File: config.mk
export PLATFORM = sky130hd
export DESIGN_NAME = spi_fault_master
export DESIGN_NICKNAME = d
export VERILOG_FILES = /design/src/rtl/spi_fault_master.sv
export SDC_FILE = /design/constraint.sdc
export NUM_CORES = 1
export LEC_CHECK = 0
export ABC_CLOCK_PERIOD_IN_PS = 3700
export BUFFER_PORTS_ARGS = -buffer_cell sky130_fd_sc_hd__buf_2
export CORE_AREA = 2 2 104 106
export DETAILED_ROUTE_END_ITERATION = 8
export DIE_AREA = 0 0 106 108
export MAX_ROUTING_LAYER = met4
export PLACE_DENSITY = 0.48
export SYNTH_ARGS = -nofsm -noshare
export SYNTH_HDL_FRONTEND = slang
export SYNTH_SLANG_ARGS = --single-unit
File: constraint.sdc
create_clock -name clk -period 3.7 [get_ports clk]
set_clock_uncertainty 0.2 [all_clocks]
set_input_delay 0.74 -clock clk [delete_from_list [all_inputs] [get_ports clk]]
set_output_delay 0.74 -clock clk [all_outputs]
set_load 0.05 [all_outputs]
File: src/rtl/spi_fault_master.sv
`timescale 1ns/1ps
module spi_fault_master #(
  parameter int NSS = 8,
  parameter int RW  = 3
) (
  input  logic           clk,
  input  logic           rst_n,
  input  logic [1:0]     addr,
  input  logic           wr_en,
  input  logic           rd_en,
  input  logic [7:0]     wdata,
  output logic [7:0]     rdata,
  output logic           sck_o,
  output logic           sck_oe,
  output logic           mosi_o,
  output logic           mosi_oe,
  input  logic           miso_i,
  output logic [NSS-1:0] ss_o,
  output logic           ss_oe,
  input  logic           ss_n_i,
  output logic           irq
);
  localparam int HCW = (1 << RW) + 1;
  localparam logic [1:0] A_CTRL = 2'd0, A_STAT = 2'd1, A_DATA = 2'd2, A_SSEL = 2'd3;

  logic           irq_en, men, cpol, cpha;
  logic [RW-1:0]  rate;
  logic           cpol_l, cpha_l;
  logic [RW-1:0]  rate_l;
  logic           busy, phase;
  logic [HCW-1:0] hc;
  logic [3:0]     ec;
  logic [7:0]     txb, rxb, rxd;
  logic [NSS-1:0] ssel;
  logic           done, wcol, modf, arm_d, arm_e;

  wire [HCW-1:0] half_m1 = (HCW'(2) << rate_l) - HCW'(1);
  wire           tick    = busy && (hc == half_m1);
  wire           lead    = ~ec[0];
  wire           samp    = tick && (lead ^ cpha_l);
  wire           shft    = tick && !(lead ^ cpha_l) && (ec != 4'd0);
  wire [7:0]     rx_nxt  = {rxb[6:0], miso_i};
  wire           fault   = men && !ss_n_i;

  assign sck_o   = busy ? (cpol_l ^ phase) : cpol;
  assign mosi_o  = txb[7];
  assign sck_oe  = men;
  assign mosi_oe = men;
  assign ss_oe   = men;
  assign ss_o    = ~(ssel & {NSS{busy}});
  assign irq     = irq_en & (done | wcol | modf);

  always_comb begin
    case (addr)
      A_CTRL:  rdata = {irq_en, men, cpol, cpha, 4'(rate)};
      A_STAT:  rdata = {done, wcol, modf, 4'b0, busy};
      A_DATA:  rdata = rxd;
      default: rdata = 8'(ssel);
    endcase
  end

  always_ff @(posedge clk or negedge rst_n) begin
    if (!rst_n) begin
      {irq_en, men, cpol, cpha} <= '0;
      rate   <= '0;
      cpol_l <= 1'b0;
      cpha_l <= 1'b0;
      rate_l <= '0;
      busy   <= 1'b0;
      phase  <= 1'b0;
      hc     <= '0;
      ec     <= '0;
      txb    <= '0;
      rxb    <= '0;
      rxd    <= '0;
      ssel   <= '0;
      {done, wcol, modf, arm_d, arm_e} <= '0;
    end else begin
      if (rd_en && addr == A_STAT) begin
        arm_d <= done;
        arm_e <= wcol | modf;
      end
      if (rd_en && addr == A_DATA && arm_d) begin
        done  <= 1'b0;
        arm_d <= 1'b0;
      end
      if (wr_en) begin
        case (addr)
          A_CTRL: begin
            {irq_en, men, cpol, cpha} <= wdata[7:4];
            rate <= wdata[RW-1:0];
            if (arm_e) begin
              wcol  <= 1'b0;
              modf  <= 1'b0;
              arm_e <= 1'b0;
            end
          end
          A_SSEL: ssel <= wdata[NSS-1:0];
          A_DATA: begin
            if (busy) wcol <= 1'b1;
            else if (men) begin
              busy   <= 1'b1;
              hc     <= '0;
              ec     <= '0;
              phase  <= 1'b0;
              txb    <= wdata;
              rxb    <= '0;
              cpol_l <= cpol;
              cpha_l <= cpha;
              rate_l <= rate;
            end
          end
          default: ;
        endcase
      end
      if (tick) begin
        hc    <= '0;
        phase <= ~phase;
        ec    <= ec + 4'd1;
        if (samp) rxb <= rx_nxt;
        if (shft) txb <= {txb[6:0], 1'b0};
        if (ec == 4'd15) begin
          busy <= 1'b0;
          done <= 1'b1;
          rxd  <= samp ? rx_nxt : rxb;
        end
      end else if (busy) begin
        hc <= hc + HCW'(1);
      end
      if (fault) begin
        modf <= 1'b1;
        men  <= 1'b0;
        busy <= 1'b0;
      end
    end
  end


  wcol_set_chk: assert property (@(posedge clk) disable iff (!rst_n)
    (wr_en && addr == A_DATA && busy) |=> wcol);


  modf_shut_chk: assert property (@(posedge clk) disable iff (!rst_n)
    (men && !ss_n_i) |=> (modf && !sck_oe && !mosi_oe && !ss_oe && !busy));


  done_on_end_chk: assert property (@(posedge clk) disable iff (!rst_n)
    ($fell(busy) && !$past(men && !ss_n_i)) |-> done);


  off_ignore_chk: assert property (@(posedge clk) disable iff (!rst_n)
    (wr_en && addr == A_DATA && !men && !busy) |=> !busy);


  fmt_hold_chk: assert property (@(posedge clk) disable iff (!rst_n)
    (busy && $past(busy)) |-> $stable({rate_l, cpol_l, cpha_l}));
endmodule

# After elaboration in Yosys (flattened, before gate mapping)
# Cells that the tools add are included.
dict set report word_totals {
  reg_bits 64
  wordCells 131
  inputBits 16
  output_inout_bits 22
}
dict set report classes {
  n_eq_ne 8
  reduce_logical 32
  mux 55
  add_sub_neg 3
  bitwise 11
  shifts 1
}
# operator count
set ops {}
lappend ops {{$mux W8} 13}
lappend ops {{$mux W9} 5}
lappend ops {{$mux W1} 30}
lappend ops {{$pmux W8 S3} 1}
lappend ops {{$mux W4} 5}
lappend ops {{$reduce_bool A2 Y1} 8}
lappend ops {{$reduce_and A4 Y1} 3}
lappend ops {{$add A9 B1 Y9 const B} 1}
lappend ops {{$eq A9 B9 Y1} 1}
lappend ops {{$reduce_bool A3 Y1} 3}
lappend ops {{$shl A2 B3 Y9 const A} 1}
lappend ops {{$sub A9 B2 Y9 const B} 1}
lappend ops {{$and A8 B8 Y8} 1}
lappend ops {{$logic_and A1 B1 Y1} 8}
lappend ops {{$not A8 Y8} 1}
lappend ops {{$reduce_and A2 Y1} 4}
lappend ops {{$reduce_and A3 Y1} 2}
lappend ops {{$add A4 B1 Y4 const B} 1}
lappend ops {{$eq A2 B2 Y1 const B} 2}
lappend ops {{$eq A4 B4 Y1 const B} 1}
lappend ops {{$ne A2 B2 Y1 const B} 2}
lappend ops {{$reduce_bool A4 Y1} 1}
lappend ops {{$not A1 Y1} 3}
lappend ops {{$or A1 B1 Y1} 3}
lappend ops {{7 further kinds} 9}

# Longest topological paths before layout
dict set report logic_depth {
  word_depth 8
  mapped_depth 11
  mapped_depth_nobuf 8
}

# Least setup slack after synthesis
# OpenSTA, ideal clock, no wires.
dict set report synth_timing {
  kind {reg2out}
  from {register busy}
  to {output port sck_o}
  arrival_ns 2.079
  path_buffers 3
  t_required_ns 2.760
  path_stages_with_launch 6
  path_slack_ns 0.681
  cell_sequence {dfrtp_1 > clkbuf_1 > clkbuf_1 > buf_1 > nor2_1 > a21oi_1}
}
dict set report synth_via {
  elab_chain_cells 1
}
# item line
set synth_lines {}
lappend synth_lines {{start: declaration} 30} ;# logic busy, phase;
lappend synth_lines {{start signal: assignment} 69} ;# busy <= 1'b0;
lappend synth_lines {{start signal: assignment} 102} ;# busy <= 1'b1;
lappend synth_lines {{start signal: assignment} 123} ;# busy <= 1'b0;
lappend synth_lines {{$mux W1} 45} ;# assign sck_o = busy ? (cpol_l ^ phase) : cpol;
lappend synth_lines {{end: declaration} 13} ;# output logic sck_o,
# Every way passes these cells.

# Worst setup path in the final report
dict set report layout_timing {
  from {register rate_l[2]}
  to {register rxb[0]}
}
dict set report layout_via {
  elab_chain_cells 7
}
# item line
set layout_lines {}
lappend layout_lines {{start: declaration} 29} ;# logic [RW-1:0] rate_l;
lappend layout_lines {{start signal: assignment} 110} ;# rate_l <= rate;
lappend layout_lines {{$shl A2 B3 Y9 *} 37} ;# wire [HCW-1:0] half_m1 = (HCW'(2) << rate_l) - HCW'(1);
lappend layout_lines {{$sub A9 B2 Y9 *} 37}
lappend layout_lines {{$eq A9 B9 Y1 *} 38} ;# wire tick = busy && (hc == half_m1);
lappend layout_lines {{$logic_and A1 B1 Y1 *} 38}
lappend layout_lines {{$logic_and A1 B1 Y1} 40} ;# wire samp = tick && (lead ^ cpha_l);
lappend layout_lines {{$mux W8} 120} ;# if (samp) rxb <= rx_nxt;
lappend layout_lines {{$mux W8 *} 116} ;# if (tick) begin
lappend layout_lines {{end signal: assignment} 120}
lappend layout_lines {{end: declaration} 33} ;# logic [7:0] txb, rxb, rxd;
# Every way passes the cells marked *; elsewhere a longest branch is shown, timed or not.
# A chain may end at the register's enable or synchronous reset.

==> metrics.md <==
| Metric | Value |
|---|---|
| Number of flops mapped to enable cells by yosys | `0` |
| Hold Path Class | `primary input to async pin` |
| Top FF cell, synth | `dfrtp_1` |
| Ys async rst share | `100%` |
| Post_cts resized | `0` |
| RSZ-0062 raised after global routing | `no` |
| GPL Wtd Cong | `about 0.79` |
| Root buffer cell | `clkbuf_8` |
| Worst path required time | `3.75 ns` |
| Max-Slew Margin vs Limit | `a little under half` |
| Ys Warns | `0` |
| GR Overflow Total | `0` |
| Final min period | `about 3.2 ns` |
| CTS tree | `done` |
| Number of global-route vias before repair | `between 2000 and 2500` |
| Share of layout cells above drive strength 1 | `~34%` |
| FF-to-FF End | `rxb[0]$_DFF_PN0_` |
| DP Wirelength | `between 5000 and 6000 um` |
| Postcts setup bufs | `0` |
| Critical path endpoint | `rxb[0]$_DFF_PN0_` |
| Total power | `2.85 mW` |
| Pre-antenna DRT Iters | `4` |
| R2r setup slk | `0.51 ns` |
| Boundary Pins | `38` |
| First-pass GRT wire length | `around 13000 um` |
| Post-synthesis sequential area ratio | `45.4%` |
| Synth unique cells | `50` |
| Routed vias/inst | `about 5.0` |
| Arr. time, crit path | `~3.2 ns` |
| GRT Overall Usage | `around 16%` |
| Avg WL per Cell | `16.5 um` |
| Antenna violations before repair | `0` |
| Die ar. | `0.0114 mm^2` |
| Final period util | `a little under nine tenths` |
| Post-Syn Area per Cell | `between 10 and 15 um^2` |
| CP peak stage delay | `around 0.57 ns` |
| Clk Latency, worst-skew pair | `roughly 0.34 ns` |
| WP depth | `7` |
| Crit path max fanout | `13` |
| Nets@finish | `367` |
| Setup-failing EPs final | `0` |
| Pins over their slew limit | `0` |
| Largest net degree at the start of global routing | `36` |
| Antenna cells | `0` |
| Most common cell after layout, fill and taps aside | `dfrtp_1` |
| Worst setup EP type | `flip-flop` |
| Final instance area | `between 0.004 and 0.005 mm^2` |
| Die height | `between 100 and 150 um` |
| FF+latch count, synth | `64` |
| Run status | `complete, no violations` |
| Layout area overhead | `13.8%` |
| Cell area power density | `roughly 710 mW/mm^2` |
| Hold Fails Final Rpt | `0` |
| Clock Path Buffers | `2` |
| Mapped Area | `between 0.003 and 0.004 mm^2` |
| Setup TNS | `0 ns` |
| DRT iter0 DRCs | `between 70 and 80` |
| Worst r2r path cells | `7` |
| Syn Nets | `between 300 and 400` |
| Max-Cap Viols | `0` |
| DP Area | `around 0.0038 mm^2` |
| Vias | `2438` |
| Buf/Inv on CP | `0` |
| Worst setup SP type | `flip-flop` |
| Worst r2r src | `rate_l[2]$_DFFE_PN0P_` |
| Crit path cell chain | `or3_1, ha_1, xor2_1, xnor2_1, o2111a_1, and4_1, mux2i_1` |
| P_leak | `1.83 nW` |
| Num Clock Sinks | `64` |
| Critical path startpoint | `rate_l[2]$_DFFE_PN0P_` |
| FMAX | `approximately 310 MHz` |
| Maximum vdd drop | `about 0.00035 V` |
| CTS Buf Count | `9` |
| Syn Inst Count | `314` |
| CP delay by family, top | `simple AND/OR/NAND/NOR gates` |
| Row count | `37` |
| Slew @ Worst Pin | `about 0.80 ns` |
| Most frequent cells in the layout | `dfrtp_1, mux2_2, nand2_1` |
| CTS clock-pin slew for the worst setup and hold paths | `about 0.07 ns` |
| Wirelength, routed | `roughly 8000 um` |
| WS Path Type | `flip-flop to flip-flop` |
| Die width | `roughly 110 um` |
| Slowest stage cell, crit path | `and4_1` |
| Core area | `between 0.01 and 0.015 mm^2` |
| DRC Markers | `0` |
| Number of I/O port buffers | `37` |
| H-tree levels | `3` |
| # hold bufs at CTS | `0` |
| Initial Util | `~34%` |
| Antenna-violating nets left | `0` |
==> worst min path at each step <==
stage,startpoint,endpoint,cells past startpoint
3_5_place_dp,txb[2]$_DFF_PN0_,txb[3]$_DFF_PN0_,1
4_1_cts,rst_n,rxb[3]$_DFF_PN0_,1
5_1_grt,rst_n,rxb[7]$_DFF_PN0_,1
3_3_place_gp,txb[2]$_DFF_PN0_,txb[3]$_DFF_PN0_,1
2_1_floorplan,rst_n,arm_d$_DFFE_PN0P_,0
6_report,rst_n,rxb[3]$_DFF_PN0_,1
==> per-stage QoR <==
step | setup WS, ns | instances | utilization [%] | hold WS (ns)
2_1_floorplan | 0.681 | 314 | - | 0.244
3_3_place_gp | 0.545 | 472 | 37.1 | 0.282
3_5_place_dp | 0.461 | 472 | 37.1 | 0.285
4_1_cts | 0.465 | 488 | 39.2 | 0.0578
5_1_grt | 0.253 | 488 | 39.2 | 0.0603
6_report | 0.510 | 488 | 39.2 | 0.0570
==> final cells by class <==
type | instances | area [um^2]
fill | 1009 | 6220
multi-input combinational | 223 | 1770
sequential | 64 | 1600
timing repair buffer | 45 | 245
tap | 136 | 170
clock buffer | 12 | 165
clock inverter | 4 | 51.3
inverter | 4 | 15.0
==> power by group <==
group          internal [mW]  leakage (nW)  switching, mW
logic                  0.469         0.901          0.641
clock network          0.367         0.109          0.277
registers              0.875         0.825          0.219
total                   1.71          1.83           1.14
==> sequential cells by signal, indices dropped and copies added (netlist names) <==
register / cells
arm_d: 1
arm_e: 1
busy: 1
cpha: 1
cpha_l: 1
cpol: 1
cpol_l: 1
done: 1
ec: 4
hc: 9
irq_en: 1
modf: 1
mosi_oe: 1
phase: 1
rate: 3
rate_l: 3
rxb: 8
rxd: 8
ssel: 8
txb: 8
wcol: 1
==> cell usage after synthesis, types with 2 or more instances <==
master / n / share of area [%]
a21boi_0: 2 / 0.43
a21o_1: 2 / 0.43
a21oi_1: 6 / 0.85
a22o_1: 5 / 1.2
a22oi_1: 4 / 0.85
a31oi_1: 2 / 0.35
and3_1: 2 / 0.35
and4_1: 2 / 0.50
buf_1: 3 / 0.32
buf_2: 5 / 0.71
buf_4: 4 / 0.85
buf_6: 5 / 1.6
clkbuf_1: 6 / 0.64
dfrtp_1: 64 / 45
ha_1: 4 / 1.4
inv_1: 4 / 0.43
mux2_1: 2 / 0.64
mux2_2: 46 / 15
mux2i_1: 16 / 4.5
mux4_2: 4 / 2.6
nand2_1: 45 / 4.8
nand2b_1: 2 / 0.35
nand3_1: 9 / 1.3
nand4_1: 3 / 0.53
nand4_4: 2 / 1.2
nor2_1: 16 / 1.7
nor2b_1: 6 / 1.1
nor3b_1: 4 / 0.85
o21ai_0: 4 / 0.57
or3_1: 2 / 0.35
xnor2_1: 8 / 2.0
xor2_1: 7 / 1.7
==> routing by layer <==
layer	GRT usage, %	wire (um)	vias to the layer above
met5	-	0	-
met2	24.5	3860	53
met4	3.67	46	0
li1	-	-	1177
met1	20.3	3820	1204
met3	4.04	307	4
==> cells by family (layout without fill, tap and decap cells) <==
| group | after synthesis | after routing | share of synthesized area (%) |
|---|---|---|---|
| flops | 64 | 64 | 45.4 |
| simple gates | 101 | 101 | 15.0 |
| buf+inv | 27 | 65 | 4.54 |
| compound gates | 34 | 34 | 7.13 |
| fa+ha+maj | 4 | 4 | 1.42 |
| xor+xnor | 15 | 15 | 3.72 |
| mux | 69 | 69 | 22.8 |
No activity file was read; power rests on OpenSTA's default activity.
